--- src/rtl/wdg_limp_pkg.sv ---
package wdg_limp_pkg;
  typedef enum logic {PH_RUN = 1'b0, PH_DISCH = 1'b1} phase_e;
endpackage

--- src/rtl/wd_timer.sv ---
module wd_timer #(
  parameter int TIMEOUT   = 64,
  parameter int DISCH_CYC = 3
) (
  input  logic clk_i,
  input  logic rst_ni,
  input  logic armed_i,
  input  logic serve_i,
  output logic run_o,
  output logic done_o,
  output logic expire_o
);
  import wdg_limp_pkg::*;

  localparam int TW = $clog2(TIMEOUT + 1);
  localparam int DW = $clog2(DISCH_CYC + 1);
  localparam logic [TW-1:0] TLAST = TW'(TIMEOUT - 1);
  localparam logic [DW-1:0] DLAST = DW'(DISCH_CYC - 1);

  phase_e        phase_q;
  logic [TW-1:0] timer_q;
  logic [DW-1:0] dly_q;

  assign run_o    = (phase_q == PH_RUN);
  assign done_o   = armed_i && (phase_q == PH_DISCH) && (dly_q == DLAST);
  assign expire_o = armed_i && run_o && (timer_q == TLAST) && !serve_i;

  always_ff @(posedge clk_i or negedge rst_ni) begin
    if (!rst_ni) begin
      phase_q <= PH_RUN;
      timer_q <= '0;
      dly_q   <= '0;
    end else if (!armed_i) begin
      phase_q <= PH_RUN;
      timer_q <= '0;
      dly_q   <= '0;
    end else if (serve_i) begin
      phase_q <= PH_DISCH;
      timer_q <= '0;
      dly_q   <= '0;
    end else if (phase_q == PH_DISCH) begin
      if (dly_q == DLAST) begin
        phase_q <= PH_RUN;
        dly_q   <= '0;
      end else begin
        dly_q <= dly_q + 1'b1;
      end
    end else begin
      timer_q <= timer_q + 1'b1;
    end
  end
endmodule

--- src/rtl/wd_trigger.sv ---
module wd_trigger #(
  parameter int CNT_W = 2
) (
  input  logic             clk_i,
  input  logic             rst_ni,
  input  logic             armed_i,
  input  logic             wipe_i,
  input  logic             run_i,
  input  logic             done_i,
  input  logic             trig_we_i,
  input  logic [CNT_W-1:0] trig_val_i,
  input  logic             lock_clr_i,
  output logic             serve_o,
  output logic [CNT_W-1:0] cnt_o,
  output logic             lock_o
);
  logic [CNT_W-1:0] cnt_q;
  logic             lock_q;
  logic             match, bad_wr;

  assign match   = (trig_val_i == cnt_q);
  assign serve_o = armed_i && run_i && trig_we_i && !lock_q && match;
  assign bad_wr  = armed_i && trig_we_i && !match;

  always_ff @(posedge clk_i or negedge rst_ni) begin
    if (!rst_ni) begin
      cnt_q  <= '1;
      lock_q <= 1'b0;
    end else if (!armed_i || wipe_i) begin
      cnt_q  <= '1;
      lock_q <= 1'b0;
    end else begin
      if (done_i) cnt_q <= cnt_q + 1'b1;
      // a wrong write wins over a same-cycle clear
      if (bad_wr)          lock_q <= 1'b1;
      else if (lock_clr_i) lock_q <= 1'b0;
    end
  end

  assign cnt_o  = cnt_q;
  assign lock_o = lock_q;
endmodule

--- src/rtl/wd_limp_latch.sv ---
module wd_limp_latch (
  input  logic clk_i,
  input  logic rst_ni,
  input  logic enable_i,
  input  logic expire_i,
  output logic limp_o
);
  logic limp_q;

  always_ff @(posedge clk_i or negedge rst_ni) begin
    if (!rst_ni)        limp_q <= 1'b0;
    else if (!enable_i) limp_q <= 1'b0;
    else if (expire_i)  limp_q <= 1'b1;
  end

  assign limp_o = limp_q;
endmodule

--- src/rtl/wdg_limp.sv ---
module wdg_limp #(
  parameter int CNT_W     = 2,
  parameter int TIMEOUT   = 64,
  parameter int DISCH_CYC = 3
) (
  input  logic             clk_i,
  input  logic             rst_ni,
  input  logic             enable_i,
  input  logic             trig_we_i,
  input  logic [CNT_W-1:0] trig_val_i,
  input  logic             lock_clr_i,
  output logic [CNT_W-1:0] cnt_o,
  output logic             lock_o,
  output logic             limp_o,
  output logic             limp_oe_o
);
  logic limp_q, armed, serve, run, done, expire;

  assign armed = enable_i && !limp_q;

  wd_timer #(.TIMEOUT(TIMEOUT), .DISCH_CYC(DISCH_CYC)) u_timer (
    .clk_i    (clk_i),
    .rst_ni   (rst_ni),
    .armed_i  (armed),
    .serve_i  (serve),
    .run_o    (run),
    .done_o   (done),
    .expire_o (expire)
  );

  wd_trigger #(.CNT_W(CNT_W)) u_trig (
    .clk_i      (clk_i),
    .rst_ni     (rst_ni),
    .armed_i    (armed),
    .wipe_i     (expire),
    .run_i      (run),
    .done_i     (done),
    .trig_we_i  (trig_we_i),
    .trig_val_i (trig_val_i),
    .lock_clr_i (lock_clr_i),
    .serve_o    (serve),
    .cnt_o      (cnt_o),
    .lock_o     (lock_o)
  );

  wd_limp_latch u_limp (
    .clk_i    (clk_i),
    .rst_ni   (rst_ni),
    .enable_i (enable_i),
    .expire_i (expire),
    .limp_o   (limp_q)
  );

  assign limp_o    = limp_q;
  assign limp_oe_o = limp_q;
endmodule

--- config.mk ---
export PLATFORM = sky130hd
export DESIGN_NAME = wdg_limp
export DESIGN_NICKNAME = d
export VERILOG_FILES = /design/src/rtl/wdg_limp_pkg.sv /design/src/rtl/wd_timer.sv /design/src/rtl/wd_trigger.sv /design/src/rtl/wd_limp_latch.sv /design/src/rtl/wdg_limp.sv
export SDC_FILE = /design/constraint.sdc
export NUM_CORES = 1
export LEC_CHECK = 0
export ABC_AREA = 0
export ABC_CLOCK_PERIOD_IN_PS = 1400
export BUFFER_PORTS_ARGS = -buffer_cell sky130_fd_sc_hd__buf_4
export CAP_MARGIN = 20
export CORE_MARGIN = 4
export CORE_UTILIZATION = 45
export DETAILED_ROUTE_END_ITERATION = 8
export PLACE_DENSITY = 0.67
export SETUP_SLACK_MARGIN = 0.4
export SLEW_MARGIN = 20
export SYNTH_ARGS = -nofsm -noshare
export SYNTH_HDL_FRONTEND = slang
export SYNTH_SLANG_ARGS = --single-unit
--- constraint.sdc ---
create_clock -name clk_i -period 1.4 [get_ports clk_i]
set_input_delay 0.07 -clock clk_i [delete_from_list [all_inputs] [get_ports clk_i]]
set_output_delay 0.07 -clock clk_i [all_outputs]
set_load 0.1 [all_outputs]
==> reports/metrics.csv, run 1 <==
stage,metric,value,unit
status,run_status,"finished, violations left",
status,violations,negative setup slack,
global_routing,antenna_found_initial,0,
route,drt-vias-per-instance,5.42,
sta,skew,7.52,ps
sta,drv_slew,0,
min_path,min_path_cells,2,
pwr,ir_worst_vdd,0.000606,V
placed_design,place_hpwl,1.30,mm
sta,fin_crit_sh,102,%
floorplan,initial_core_util,47.7,%
placed_design,gp_congestion,0.858,
cells_and_area,final_nets,117,
floorplan,ioPinCount,12,
worst_setup_path,cp-end-kind,flip-flop,
sta,timing.fmax,699,MHz
floorplan,fp.dieH,50.8,microns
placed_design,portBuffers,11,
route,wire_per_inst,14.4,microns
logic_synthesis,ys_seq_area_share,42.9,%
cells_and_area,fin_area,1240,sq um
sta,timing.final.ws_setup,-29.9,ps
placed_design,placed_cell_area,992,sq um
global_routing,grt_pass1_wl,3.32,mm
sta,finalSetupViolCount,2,
route,first_pass_iters,4,
cells_and_area,layout-drive-gt1-share,51.9,%
sta,tightest_slew,271,ps
cells_and_area,final_common_cell,buf_4,
global_routing,grt_max_degree,15,
logic_synthesis,synth_edf_count,0,
logic_synthesis,async_reset_ff_share,100,%
clock_network,clock_latency,290,ps
logic_synthesis,avgSynthCellArea,10.3,sq um
clock_network,cts_sinks,14,
placed_design,dp_slack,-65.6,ps
global_routing,first_global_vias,717,
clock_network,clk_path_buf_depth,2,
worst_setup_path,arrival,1600,ps
logic_synthesis,ys_ff_latch,14,
logic_synthesis,netlist-cell-type-count,41,
worst_setup_path,worstSetupStartpointType,flip-flop,
global_routing,grt_overflow,0,
sta,rsz0062_at_grt,yes,
route,ant_nets,0,
sta,hold_viol_final,0,
pwr,leakage,0.523,nW
logic_synthesis,syn_nets,88,
clock_network,cts-buffers-inserted,3,
worst_setup_path,required,1570,ps
sta,fin_crit,1430,ps
floorplan,die_area,2580,sq um
cells_and_area,syn_to_final_growth,50.8,%
worst_setup_path,ff2ff_path_depth,4,
cells_and_area,fill_cells,128,
worst_setup_path,cp_max_fo,6,
route,drc,0,
floorplan,die_w,50.8,microns
logic_synthesis,synthFlopType,dfrtp_1,
clock_network,cts.clk_slew.worst_paths,90,ps
logic_synthesis,syn_inst,80,
floorplan,row_count,15,
floorplan,core_area,1730,sq um
global_routing,grt_use_total,17.2,%
clock_network,htree_levels,1,
min_path,hold_path.class,primary input to flip-flop,
clock_network,cts_root_buffer,clkbuf_4,
flow_run,cap_violations,0,
pwr,powerDensity,720,nW/um^2
route,vias,721,
clock_network,cts_tree,built,
logic_synthesis,synth_area,823,sq um
route,drtIter0Drc,14,
cells_and_area,mostFrequentLayoutCells,"17 x buf_4, 10 x nand2_1, 10 x dfrtp_1",
logic_synthesis,ys.warnings.count,0,
worst_setup_path,critPathKind,flip-flop to flip-flop,
sta,slew_headroom,81.9,%
route,routed_wl,1.92,mm
cells_and_area,antenna_cells,0,
==> through the flow <==
stage               TNS (ps)  hold WS (ps)  util (%)  power, W  cells
finish                 -42.5          48.8      71.9  0.000894    133
global route            -398          46.6      71.9  0.000933    133
CTS                        0          31.8      66.5  0.000879    128
detailed placement     -81.9         -68.1      57.5  0.000575    119
global placement           0         -68.3      57.5  0.000571    119
floorplan               -441          -226         -  0.000519     80
==> critical path, cell delays in order (launching register included) <==
cell     delay [ps]
dfstp_4         660
xnor2_4         140
a31oi_4         160
buf_6           150
a32o_1          230
==> cells in the mapped netlist, types with 2 or more instances <==
| cell | instances | area share [%] |
|---|---|---|
| a32o_1 | 2 | 2.4 |
| and3_1 | 2 | 1.5 |
| and4_1 | 2 | 2.1 |
| dfrtp_1 | 12 | 36 |
| dfstp_2 | 2 | 6.4 |
| inv_1 | 3 | 1.4 |
| nand2_1 | 11 | 5.0 |
| nand3_1 | 5 | 3.0 |
| nor2_1 | 3 | 1.4 |
| nor2b_1 | 2 | 1.5 |
| o21ai_0 | 4 | 2.4 |
| o21ai_1 | 2 | 1.2 |
| xnor2_2 | 2 | 4.0 |
==> per-layer routing <==
metal,vias to the layer above,global-route usage [%],part of all wire (%)
li1,347,-,-
met1,354,21.5,44
met2,18,28.3,50
met3,2,5.93,5.1
met4,0,4.04,0.63
met5,-,0,0
==> final cells by class <==
class	instances	area (sq um)	share of cell area, %
multi-input cells	59	500	40.3
clock buffers	4	36.3	2.92
repair buffers	28	294	23.7
flip-flops and latches	14	368	29.6
well taps	25	31.3	2.52
inverters	3	11.3	0.907
==> path summary, 6_finish.rpt <==
kind                                      endpoint             start  slack (ps)
min in group asynchronous            u_trig.lock_o            rst_ni         160
worst min register to register    u_timer.dly_q[1]  u_timer.dly_q[1]         510
worst max register to register  u_timer.timer_q[1]   u_trig.cnt_o[1]         -30
worst max-delay path            u_timer.timer_q[1]   u_trig.cnt_o[1]         -30
max in group asynchronous          u_trig.cnt_o[1]            rst_ni         990
worst min-delay path                 u_limp.limp_o          enable_i          50
==> power breakdown <==
part / switching, W / internal [W]
registers: 0.0000129 / 0.000419
logic: 0.0000836 / 0.0000816
clock network: 0.000138 / 0.000158
total: 0.000235 / 0.000659
==> cell families after synthesis <==
group,after synthesis,share of synthesized area (%)
AOI/OAI and AO/OA,16,16.1
DFF,14,42.9
muxes,1,1.22
adders and majority gates,1,1.52
buffers and inverters,7,5.93
xor gates and xnor gates,4,6.08
and+or+nand+nor,37,26.3
==> state kept, by name (all words and copies together) (netlist names) <==
register,count
u_limp.limp_o,1
u_timer.dly_q,2
u_timer.phase_q,1
u_timer.timer_q,7
u_trig.cnt_o,2
u_trig.lock_o,1
==> repair_timing <==
action / 4_1_cts / 5_1_grt
setup endpoints to repair: 19 / 19
gates resized for setup: 20 / 12
endpoints found under the hold margin: 14 / 0
pin swaps: 5 / 4
hold buffers: 1 / 0
buffers inserted: 4 / 5
Power figures use the tool's default switching activity.
==> inputs of run 2 (changes only) <==
--- a/config.mk
+++ b/config.mk
@@ -12,8 +12,8 @@
 export CORE_MARGIN = 4
 export CORE_UTILIZATION = 45
 export DETAILED_ROUTE_END_ITERATION = 8
+export HOLD_SLACK_MARGIN = 0.03
 export PLACE_DENSITY = 0.67
-export SETUP_SLACK_MARGIN = 0.4
 export SLEW_MARGIN = 20
 export SYNTH_ARGS = -nofsm -noshare
 export SYNTH_HDL_FRONTEND = slang
==> constraint.sdc (replaced) <==
create_clock -name clk_i -period 1.4 [get_ports clk_i]
set_input_delay 0.14 -clock clk_i [delete_from_list [all_inputs] [get_ports clk_i]]
set_output_delay 0.14 -clock clk_i [all_outputs]
set_load 0.1 [all_outputs]
==> run 2 against run 1 <==
The run now ends clean; sequential share of layout area rose by 3.9 points; fmax up 2.2%; die area did not move; combinational power down 11%; design area decreased by 12%; first-iteration DRC count is 43% lower; critical path depth stayed put; power fell by 1.1%; cell count down 4.5%; non-clock buffer count fell by 6; highest routed layer unchanged.
==> reports/metrics.csv, run 2 (synthesis gave the netlist of run 1 again) <==
stage,metric,value,unit
status,run_status,"complete, no violations",
worst_setup_path,critPathKind,flip-flop to flip-flop,
floorplan,ioPinCount,12,
floorplan,die_w,50.8,microns
pwr,power,0.000884,W
clock_network,clk_path_buf_depth,2,
global_routing,first_global_vias,703,
floorplan,initial_core_util,47.7,%
clock_network,cts_sinks,14,
min_path,hold_path.class,primary input to flip-flop,
floorplan,fp.dieH,50.8,microns
floorplan,core_area,1730,sq um
sta,fin_crit,1400,ps
sta,rsz0062_at_grt,yes,
cells_and_area,layout-drive-gt1-share,45.1,%
route,vias,673,
sta,drv_slew,0,
floorplan,row_count,15,
clock_network,cts-buffers-inserted,3,
clock_network,clock_latency,290,ps
sta,hold_ws,98.4,ps
placed_design,portBuffers,11,
cells_and_area,antenna_cells,0,
global_routing,grt_max_degree,15,
sta,finalSetupTns,0,ps
placed_design,placed_cell_area,1000,sq um
worst_setup_path,cp-end-kind,flip-flop,
route,drt-vias-per-instance,5.30,
worst_setup_path,cp_max_fo,6,
route,wire_per_inst,13.6,microns
placed_design,place_hpwl,1.27,mm
sta,skew,3.80,ps
clock_network,htree_levels,1,
worst_setup_path,arrival,1590,ps
flow_run,cap_violations,0,
global_routing,antenna_found_initial,0,
sta,fin_crit_sh,100,%
sta,hold_viol_final,0,
floorplan,die_area,2580,sq um
cells_and_area,largest_register_ffs,7,
global_routing,grt_pass1_wl,3.16,mm
route,routed_wl,1.72,mm
clock_network,cts_root_buffer,clkbuf_4,
route,drc,0,
sta,slew_headroom,82.3,%
cells_and_area,fin_area,1100,sq um
clock_network,cts_tree,built,
cells_and_area,mostFrequentLayoutCells,"19 x buf_4, 11 x nand2_1, 10 x dfrtp_1",
worst_setup_path,worstSetupStartpointType,flip-flop,
route,ant_nets,0,
cells_and_area,regMostFlops,u_timer.timer_q,
pwr,leakage,0.471,nW
clock_network,cts.clk_slew.worst_paths,90,ps
sta,tightest_slew,263,ps
global_routing,grt_use_total,16.9,%
placed_design,gp_congestion,0.831,
cells_and_area,syn_to_final_growth,33.1,%
global_routing,grt_overflow,0,
cells_and_area,finalCoreUtilization,63.5,%
pwr,ir_worst_vdd,0.000466,V
sta,timing.fmax,714,MHz
pwr,powerDensity,806,nW/um^2
worst_setup_path,required,1590,ps
cells_and_area,final_nets,111,
cells_and_area,final_common_cell,buf_4,
sta,finalSetupViolCount,0,
route,drtIter0Drc,8,
route,first_pass_iters,4,
==> run 2: changes by cell type in the layout (fill, tap and decap cells not counted), moves of 2 or more <==
cell     change
buf_4        +2
buf_6        -3
o21ai_1      -3
buf_12       -5
o21ai_0      +3
==> run 2: cell type report <==
class	count	area [sq um]
Multi-Input combinational cell	59	474
Fill cell	146	631
Timing Repair Buffer	22	175
Inverter	3	11.3
Sequential cell	14	368
Clock buffer	4	36.3
Tap cell	25	31.3
==> run 2: through the flow <==
| stage | instances | setup WS (ps) |
|---|---|---|
| floorplan | 80 | -129 |
| global placement | 121 | 8.86 |
| CTS | 127 | -5.66 |
| finish | 127 | 0.327 |
| detailed placement | 121 | -23.1 |
| global route | 127 | -72.4 |
==> run 2: final timing paths <==
| path | start | depth (start not counted) | to | slack, ps |
|---|---|---|---|---|
| worst max register to register | u_trig.cnt_o[1] | 4 | u_limp.limp_o | 0.3 |
| worst max-delay path | u_trig.cnt_o[1] | 4 | u_limp.limp_o | 0.3 |
| max in group asynchronous | rst_ni | 2 | u_trig.cnt_o[0] | 930 |
| worst min-delay path | enable_i | 2 | u_limp.limp_o | 100 |
| min in group asynchronous | rst_ni | 2 | u_timer.phase_q | 220 |
| worst min register to register | u_timer.dly_q[1] | 1 | u_timer.dly_q[1] | 500 |
==> run 2: critical path: stages (launching register included) <==
cell and delay (ps):
dfstp_4 670, xnor2_4 140, a31oi_4 150, and2_4 170, o21a_1 160
==> run 2: timing repair <==
item	in CTS	in global routing
pin swaps	0	3
setup buffers	1	0
endpoints found under the hold margin	14	0
hold buffers	1	0
setup endpoints to repair	5	11
resized for setup	4	6
==> run 2: report_power, final <==
part / internal (W) / switching, W
Combinational: 0.0000703 / 0.0000770
Clock: 0.000159 / 0.000147
Sequential: 0.000419 / 0.0000119
==> run 2: metal layers <==
metal  global-route usage (%)  vias up  wire length [microns]
met5                        0        -                      0
met4                     12.1        0                     57
met3                     2.97        5                     64
met2                     27.2       13                    826
met1                     20.0      320                    775
li1                         -      335                      -
==> inputs of run 3 (changes only) <==
--- a/config.mk
+++ b/config.mk
@@ -14,7 +14,6 @@
 export DETAILED_ROUTE_END_ITERATION = 8
 export HOLD_SLACK_MARGIN = 0.03
 export PLACE_DENSITY = 0.67
-export SLEW_MARGIN = 20
 export SYNTH_ARGS = -nofsm -noshare
 export SYNTH_HDL_FRONTEND = slang
 export SYNTH_SLANG_ARGS = --single-unit
==> constraint.sdc (replaced) <==
create_clock -name clk_i -period 1.4 [get_ports clk_i]
set_input_delay 0.28 -clock clk_i [delete_from_list [all_inputs] [get_ports clk_i]]
set_output_delay 0.28 -clock clk_i [all_outputs]
set_load 0.1 [all_outputs]
==> run 3 against run 2 <==
Sequential cell count unchanged; largest cell class unchanged; largest power group unchanged; the run now ends with negative setup slack left; combinational power about the same; fmax decreased by 1.0%; non-clock buffer count unchanged; critical endpoint unchanged.
==> reports/metrics.csv, run 3 (synthesis gave the netlist of run 1 again) <==
stage,metric,value,unit
clock_network,cts.clk_slew.worst_paths,90,ps
pwr,leakage,0.482,nW
global_routing,first_global_vias,623,
floorplan,fp.dieH,50.8,microns
clock_network,cts_tree,built,
sta,hold_viol_final,0,
clock_network,cts_sinks,14,
sta,drv_slew,0,
cells_and_area,final_nets,111,
worst_setup_path,r2r-start,u_trig.cnt_o[1],
route,first_pass_iters,4,
placed_design,portBuffers,11,
cells_and_area,stdcell_count,127,
clock_network,cts_root_buffer,clkbuf_4,
sta,tightest_slew,324,ps
global_routing,grt_pass1_wl,2.89,mm
floorplan,ioPinCount,12,
min_path,min_path_cells,2,
worst_setup_path,arrival,1600,ps
sta,finalSetupViolCount,3,
global_routing,grt_max_degree,15,
worst_setup_path,critPathKind,flip-flop to flip-flop,
route,drtIter0Drc,6,
cells_and_area,antenna_cells,0,
sta,skew,7.55,ps
sta,timing.fmax,707,MHz
sta,timing.final.ws_setup,-14.4,ps
placed_design,place_hpwl,1.23,mm
worst_setup_path,cp-end-kind,flip-flop,
floorplan,die_w,50.8,microns
sta,slew_headroom,78.1,%
floorplan,die_area,2580,sq um
cells_and_area,regMostFlops,u_timer.timer_q,
clock_network,clk_path_buf_depth,2,
floorplan,initial_core_util,47.7,%
placed_design,gp_congestion,0.828,
route,drt-vias-per-instance,5.26,
cells_and_area,finalCoreUtilization,63.8,%
status,run_status,"finished, violations left",
min_path,hold_path.class,primary input to flip-flop,
sta,fin_crit_sh,101,%
global_routing,grt_use_total,15.1,%
route,ant_nets,0,
flow_run,cap_violations,0,
worst_setup_path,ff2ff_path_depth,4,
sta,rsz0062_at_grt,yes,
worst_setup_path,required,1580,ps
worst_setup_path,worstSetupStartpointType,flip-flop,
clock_network,htree_levels,1,
floorplan,row_count,15,
clock_network,clock_latency,280,ps
floorplan,core_area,1730,sq um
pwr,ir_worst_vdd,0.000576,V
worst_setup_path,reg2reg_slack,-10,ps
status,violations,negative setup slack,
pwr,powerDensity,791,nW/um^2
sta,fin_crit,1410,ps
cells_and_area,syn_to_final_growth,33.9,%
cells_and_area,mostFrequentLayoutCells,"19 x buf_4, 11 x nand2_1, 10 x dfrtp_1",
global_routing,antenna_found_initial,0,
min_path,worstHoldStart,enable_i,
clock_network,cts-buffers-inserted,3,
worst_setup_path,cp_max_fo,6,
route,vias,668,
cells_and_area,final_common_cell,buf_4,
route,routed_wl,1.68,mm
global_routing,grt_overflow,0,
cells_and_area,largest_register_ffs,7,
route,wire_per_inst,13.2,microns
min_path,whs_endpoint,u_limp.limp_o,
cells_and_area,layout-drive-gt1-share,43.1,%
route,drc,0,
worst_setup_path,rr_endpoint,u_limp.limp_o,
placed_design,dpl.cell_count,121,
[run 3: cell counts in the layout (fill, tap and decap cells not counted)]
Identical to the previous run, type by type.
[run 3: how the worst max path moves through the flow]
stage	start	end	slack [ps]
after global placement	u_timer.timer_q[0]	u_limp.limp_o	8
final	u_trig.cnt_o[1]	u_limp.limp_o	-10
after floorplan	u_trig.cnt_o[0]	u_limp.limp_o	-130
after global routing	u_trig.cnt_o[1]	u_limp.limp_o	-80
after CTS	u_trig.cnt_o[1]	cnt_o[1]	-30
after detailed placement	u_timer.timer_q[0]	u_timer.timer_q[6]	-10
[run 3: worst max-delay path: stages, from the launching register on]
cell and delay, ps:
dfstp_4 670, xnor2_4 150, a31oi_4 160, and2_4 180
o21a_1 160
[run 3: timing repair]
action / in CTS / in global routing
setup endpoints to repair: 5 / 13
endpoints found under the hold margin: 12 / 0
gates resized for setup: 10 / 2
hold buffers: 1 / 0
pin swaps: 2 / 4
setup buffers: 0 / 1
[run 3: final cells by class]
type | instances | area, sq um
Clock buffer | 4 | 36.3
Fill cell | 153 | 624
Inverter | 3 | 11.3
Multi-Input combinational cell | 59 | 463
Sequential cell | 14 | 368
Tap cell | 25 | 31.3
Timing Repair Buffer | 22 | 193
[run 3: routing by layer]
| metal | track usage [%] | up-vias | wire [microns] |
|---|---|---|---|
| met5 | 0 | - | 0 |
| met4 | 4.04 | 0 | 12 |
| met3 | 5.64 | 2 | 85 |
| met2 | 23.9 | 15 | 785 |
| met1 | 19.1 | 314 | 792 |
| li1 | - | 337 | - |
[run 3: per-stage QoR]
stage	hold WS [ps]	setup TNS [ps]	worst slack (ps)	area, sq um	total power, W
6_report	244	-40.6	-14.4	1100	0.000871
5_1_grt	248	-444	-81.4	1100	0.000924
4_1_cts	229	-87.5	-28.1	1090	0.000873
3_5_place_dp	141	-21.6	-11.1	1000	0.000575
3_3_place_gp	142	0	8.37	1000	0.000572
2_1_floorplan	-15.6	-440	-129	861	0.000518
[run 3: power breakdown]
group / switching, W / internal (W) / leakage, nW
registers: 0.0000121 / 0.000419 / 0.181
clock network: 0.000136 / 0.000158 / 0.0210
logic: 0.0000757 / 0.0000708 / 0.279
total: 0.000223 / 0.000648 / 0.482
